===== src/rtl/ivwdt_pkg.sv =====
package ivwdt_pkg;
  localparam int unsigned RES_W    = 2;
  localparam int unsigned MULT_W   = 5;
  localparam int unsigned CTRL_W   = RES_W + MULT_W + 1;
  localparam int unsigned STEER_IX = CTRL_W - 1;
  localparam int unsigned MAX_SH   = 2 * ((1 << RES_W) - 1);
  localparam int unsigned CNT_W    = MULT_W + MAX_SH;
endpackage


===== src/rtl/ivwdt_decode.sv =====
module ivwdt_decode #(
  parameter int unsigned RES_W  = 2,
  parameter int unsigned MULT_W = 5,
  localparam int unsigned CTRL_W = RES_W + MULT_W + 1,
  localparam int unsigned NCODE  = 1 << RES_W,
  localparam int unsigned CNT_W  = MULT_W + 2 * (NCODE - 1)
) (
  input  logic [CTRL_W-1:0] ctrl,
  output logic [CNT_W-1:0]  period
);
  logic [MULT_W-1:0] mult;
  logic [RES_W-1:0]  res;
  logic [CNT_W-1:0]  scaled [NCODE];

  assign mult = ctrl[RES_W +: MULT_W];
  assign res  = ctrl[RES_W-1:0];

  for (genvar g = 0; g < NCODE; g++) begin : g_scale
    assign scaled[g] = CNT_W'(mult) << (2 * g);
  end

  assign period = scaled[res];
endmodule


===== src/rtl/ivwdt_counter.sv =====
module ivwdt_counter #(
  parameter int unsigned CNT_W = 11
) (
  input  logic             clk,
  input  logic             rst_n,
  input  logic             restart,
  input  logic             tick,
  input  logic [CNT_W-1:0] period,
  output logic             armed,
  output logic             fire
);
  logic [CNT_W-1:0] cnt;
  logic             last;

  assign last = (cnt == period - CNT_W'(1));
  assign fire = armed && tick && !restart && last;

  always_ff @(posedge clk) begin
    if (!rst_n) begin
      armed <= 1'b0;
      cnt   <= '0;
    end else if (restart) begin
      armed <= (period != '0);
      cnt   <= '0;
    end else if (fire) begin
      armed <= 1'b0;
      cnt   <= '0;
    end else if (armed && tick) begin
      cnt <= cnt + CNT_W'(1);
    end
  end

  // an armed counter never runs on a zero period
  p_armed_nonzero_r2: assert property (@(posedge clk) disable iff (!rst_n)
    (armed && !restart) |-> (period != '0));
  // the count stays below the period while armed
  p_cnt_below_r1: assert property (@(posedge clk) disable iff (!rst_n)
    (armed && !restart) |-> (cnt < period));
  // after firing the counter is idle until a restart
  p_idle_after_fire_r8: assert property (@(posedge clk) disable iff (!rst_n)
    fire |=> !armed);
endmodule


===== src/rtl/ivwdt.sv =====
module ivwdt
  import ivwdt_pkg::*;
(
  input  logic              clk,
  input  logic              rst_n,
  input  logic              tick,
  input  logic              reg_wr,
  input  logic              reg_rd,
  input  logic [CTRL_W-1:0] wr_data,
  output logic [CTRL_W-1:0] ctrl_q,
  output logic              expired,
  output logic              rst_req,
  output logic              irq
);
  logic [CTRL_W-1:0] ctrl_r;
  logic [CTRL_W-1:0] dec_src;
  logic [CNT_W-1:0]  period;
  logic              restart;
  logic              armed;
  logic              fire;
  logic              steer;

  assign restart = reg_wr || reg_rd;
  assign dec_src = reg_wr ? wr_data : ctrl_r;
  assign steer   = ctrl_r[STEER_IX];

  ivwdt_decode #(.RES_W(RES_W), .MULT_W(MULT_W)) u_decode (
    .ctrl   (dec_src),
    .period (period)
  );

  ivwdt_counter #(.CNT_W(CNT_W)) u_counter (
    .clk     (clk),
    .rst_n   (rst_n),
    .restart (restart),
    .tick    (tick),
    .period  (period),
    .armed   (armed),
    .fire    (fire)
  );

  always_ff @(posedge clk) begin
    if (!rst_n) begin
      ctrl_r  <= '0;
      expired <= 1'b0;
      rst_req <= 1'b0;
      irq     <= 1'b0;
    end else begin
      if (reg_wr)             ctrl_r <= wr_data;
      else if (fire && steer) ctrl_r <= '0;
      if (restart)            expired <= 1'b0;
      else if (fire)          expired <= 1'b1;
      rst_req <= fire && steer;
      irq     <= fire && !steer;
    end
  end

  assign ctrl_q = ctrl_r;

  // the two pulses are exclusive
  p_pulse_excl_r7: assert property (@(posedge clk) disable iff (!rst_n)
    $onehot0({rst_req, irq}));
  // reset request lasts one cycle
  p_rst_width_r6: assert property (@(posedge clk) disable iff (!rst_n)
    rst_req |=> !rst_req);
  // interrupt lasts one cycle
  p_irq_width_r7: assert property (@(posedge clk) disable iff (!rst_n)
    irq |=> !irq);
  // a reset-style expiry leaves the control byte cleared
  p_rst_clears_r6: assert property (@(posedge clk) disable iff (!rst_n)
    rst_req |-> (ctrl_q == '0));
  // any pulse comes with the flag
  p_flag_with_pulse_r5: assert property (@(posedge clk) disable iff (!rst_n)
    (rst_req || irq) |-> expired);
  // a write clears the flag
  p_wr_clears_flag_r3: assert property (@(posedge clk) disable iff (!rst_n)
    reg_wr |=> !expired);
  // a write always lands, even alongside a read
  p_wr_loads_r9: assert property (@(posedge clk) disable iff (!rst_n)
    reg_wr |=> (ctrl_q == $past(wr_data)));
endmodule


===== config.mk =====
export PLATFORM = sky130hd
export DESIGN_NAME = ivwdt
export DESIGN_NICKNAME = d
export VERILOG_FILES = /design/src/rtl/ivwdt_pkg.sv /design/src/rtl/ivwdt_decode.sv /design/src/rtl/ivwdt_counter.sv /design/src/rtl/ivwdt.sv
export SDC_FILE = /design/constraint.sdc
export NUM_CORES = 1
export LEC_CHECK = 0
export BUFFER_PORTS_ARGS = -buffer_cell sky130_fd_sc_hd__buf_2
export CAP_MARGIN = 15
export CORE_MARGIN = 2
export CORE_UTILIZATION = 55
export CTS_CLUSTER_SIZE = 28
export DETAILED_ROUTE_END_ITERATION = 8
export PLACE_DENSITY = 0.78
export SLEW_MARGIN = 20
export SYNTH_ARGS = -nofsm -noshare
export SYNTH_HDL_FRONTEND = slang
export SYNTH_SLANG_ARGS = --single-unit

===== constraint.sdc =====
create_clock -name clk -period 5.31 [get_ports clk]
set_clock_uncertainty 0.2 [all_clocks]
set_input_delay 1.062 -clock clk [delete_from_list [all_inputs] [get_ports clk]]
set_output_delay 1.062 -clock clk [all_outputs]
set_load 0.01 [all_outputs]

==> metrics.md <==
| Metric | Value |
|---|---|
| Initial drt markers | `64` |
| Seq/Total Area, Yosys | `roughly 29%` |
| CP Capture Type | `flip-flop` |
| DR pass1 iterations | `7` |
| Post-route ant nets | `0` |
| PortBufs | `23` |
| Dominant synthesized flop cell | `dfxtp_1` |
| DRC | `1` |
| Critical Path RT | `between 5000 and 6000 ps` |
| CTS resizes | `0` |
| Failing checks | `design-rule violations` |
| WP data arrival | `between 4000 and 5000 ps` |
| Final hold vios | `0` |
| Initial core utilization | `a little under three fifths` |
| Kind of critical path | `in2reg` |
| Post-synth EDFFs | `0` |
| Grt ovf | `0` |
| Largest net degree at the start of global routing | `19` |
| Post-Syn Nets | `between 150 and 200` |
| Via count | `~1400` |
| H-tree depth | `1` |
| # clock sinks | `23` |
| RSZ-0062 raised after global routing | `false` |
| Final Critical Period | `4293 ps` |
| GP Congestion | `0.8847` |
| Rows | `19` |
| First-pass GRT wire length | `between 5 and 6 mm` |
| Yosys cell types | `42` |
| DP HPWL | `around 2.7 mm` |
| Post-CTS Setup Inserts | `0` |
| WL final | `3.447 mm` |
| Pin slew with the least headroom to its limit | `roughly 610 ps` |
| PwrDens | `about 220 mW/mm^2` |
| Synth-to-Final Area Change | `9.543%` |
| Max frequency | `0.2329 GHz` |
| Setup Viol. Count Final | `0` |
| CTS Buf Count | `3` |
| Hold-fix buffers, CTS | `0` |
| Detailed-route vias per instance | `slightly above 6` |
| Critical Path Start Type | `primary input` |
| Hold WS | `roughly 260 ps` |
| Clk buf depth | `2` |
| Die area | `~0.0033 mm^2` |
| CORE AREA | `around 0.0028 mm^2` |
| Final Cycle Share | `just over 80%` |
| Insertion delay to the later sink of the worst-skew pair | `between 300 and 400 ps` |
| Clk root buf | `clkbuf_4` |
| Per-cell routed wire length | `~15 um` |
| Die Y | `between 50 and 60 um` |
| Post-DP Area | `between 0.0015 and 0.002 mm^2` |
| Die Span X | `approximately 58 um` |
| CTS tree | `built` |
| Peak VDD IR | `roughly 170 uV` |
| Setup TNS Final | `0 ps` |
| Min-delay worst type | `reg2reg` |
| Status | `complete, but fails checks` |
| Syn avg cell area | `8.913 um^2` |
| Fillcell total | `between 200 and 250` |
| Max_cap viols | `0` |
| Initial antenna violation count | `0` |
| Worst reg2reg path depth | `11` |
| I/O pin count | `24` |
| CP max FO | `18` |
| Cell area after synthesis | `0.001587 mm^2` |
| Share of layout cells above drive strength 1 | `between 20% and 30%` |
| Yosys warning count | `0` |
| Total GRT Usage | `roughly 22%` |
| Vias in the first global route | `between 1000 and 1500` |
| Fin nets | `approximately 220` |
| Yosys reg bits | `23` |
| Leak pwr | `about 0.69 nW` |
| Asr flop ratio synth | `0%` |
| Post-route cell area | `0.001738 mm^2` |
| Pins Over Slew Limit | `0` |
| Hold Path Depth | `2` |
| Antenna Cells | `0` |
| Slew HR | `slightly below 60%` |
| CTS clk-pin slew, worst paths | `around 130 ps` |
| Synthesized instance count | `178` |
## where the power goes
part	internal, W	switching (W)	leakage [nW]
Clock	0.0000282	0.0000562	0.0177
Sequential	0.000177	0.00000456	0.187
Combinational	0.0000456	0.0000700	0.484
Total	0.000251	0.000131	0.689
## worst paths after layout
check            end      start  slack, ps
max          expired     reg_wr       1020
min          expired    expired        260
max reg2reg  expired  ctrl_q[0]       1940
min reg2reg  expired    expired        260
## cell usage in the layout (no fill, tap or decap), drive strengths merged
master / count
buf: 25
dfxtp: 23
nor2: 20
nand3: 15
xor2: 12
xnor2: 11
mux2i: 10
nor3: 9
a21oi: 8
nand2: 7
mux2: 7
inv: 6
o211ai: 6
and3: 6
o21ai: 6
nand4: 3
clkbuf: 3
a211oi: 3
a31o: 2
or4: 2
or3: 2
ha: 2
o31ai: 2
a22oi: 1
a31oi: 1
and4bb: 1
nand3b: 1
and2: 1
a21o: 1
o311ai: 1
o221ai: 1
o41ai: 1
a21boi: 1
clkinv: 1
## cell usage after synthesis, types with 5 or more instances
| master | count | area share, % |
|---|---|---|
| a21oi_1 | 8 | 2.5 |
| and3_1 | 6 | 2.4 |
| dfxtp_1 | 23 | 29 |
| inv_1 | 6 | 1.4 |
| mux2_2 | 5 | 3.5 |
| mux2i_1 | 5 | 3.2 |
| nand2_1 | 6 | 1.4 |
| nand3_1 | 15 | 4.7 |
| nor2_1 | 20 | 4.7 |
| nor3_1 | 7 | 2.2 |
| o211ai_1 | 6 | 2.8 |
| xnor2_1 | 11 | 6.1 |
| xor2_1 | 12 | 6.6 |
## logic make-up (layout without fill, tap and decap cells)
logic type | Yosys count | in the layout | share of synthesized area (%)
multiplexers | 17 | 17 | 13.56
flip-flops | 23 | 23 | 29.02
XOR/XNOR | 23 | 23 | 12.70
buffers and inverters | 12 | 35 | 4.258
AND/OR/NAND/NOR | 67 | 67 | 22.32
AO/OA/AOI/OAI | 34 | 34 | 16.56
adder cells (fa/ha/maj) | 2 | 2 | 1.577
## final cells by class
type                       count  area (um^2)  share of cell area, %
clock buffer                   3        22.52                  1.296
clock inverter                 1        5.005                 0.2880
inverter                       6        22.52                  1.296
multi-input combinational    143         1059                  60.91
sequential                    23        460.4                  26.49
tap                           31        38.79                  2.232
timing repair buffer          25        130.1                  7.487
## stage by stage
| stage | utilization, % | cells | worst slack, ps | power, W |
|---|---|---|---|---|
| 2_1_floorplan | - | 178 | 1204 | 0.0002732 |
| 3_3_place_gp | 62.02 | 228 | 817.1 | 0.0002952 |
| 3_5_place_dp | 62.02 | 228 | 693.7 | 0.0002995 |
| 4_1_cts | 63.02 | 232 | 1031 | 0.0003835 |
| 5_1_grt | 63.02 | 232 | 840.4 | 0.0004024 |
| 6_report | 63.02 | 232 | 1017 | 0.0003819 |
## layer usage
metal	wire (um)	share of wire (%)	global-route usage [%]
met2	1720	50	37.18
met3	190	5.5	3.348
met5	0	0	0
met1	1486	43	29.72
met4	49	1.4	6.312
## sequential cells by signal (all words and copies together), names as in the netlist
signal and count:
rst_req 1, irq 1, ctrl_q 8, u_counter.cnt 11, u_counter.armed 1, expired 1
## worst max-delay path, stage by stage
cell      delay (ps)
buf_2            400
mux2i_4          590
nand3_1          140
ha_1             300
xnor2_1          290
o211ai_1         120
o31ai_1          220
a31o_2           150
nand2_1           50
or4_1            470
or3_4            410
a21boi_2         140
Note: power is estimated with default switching activity, not from simulation.
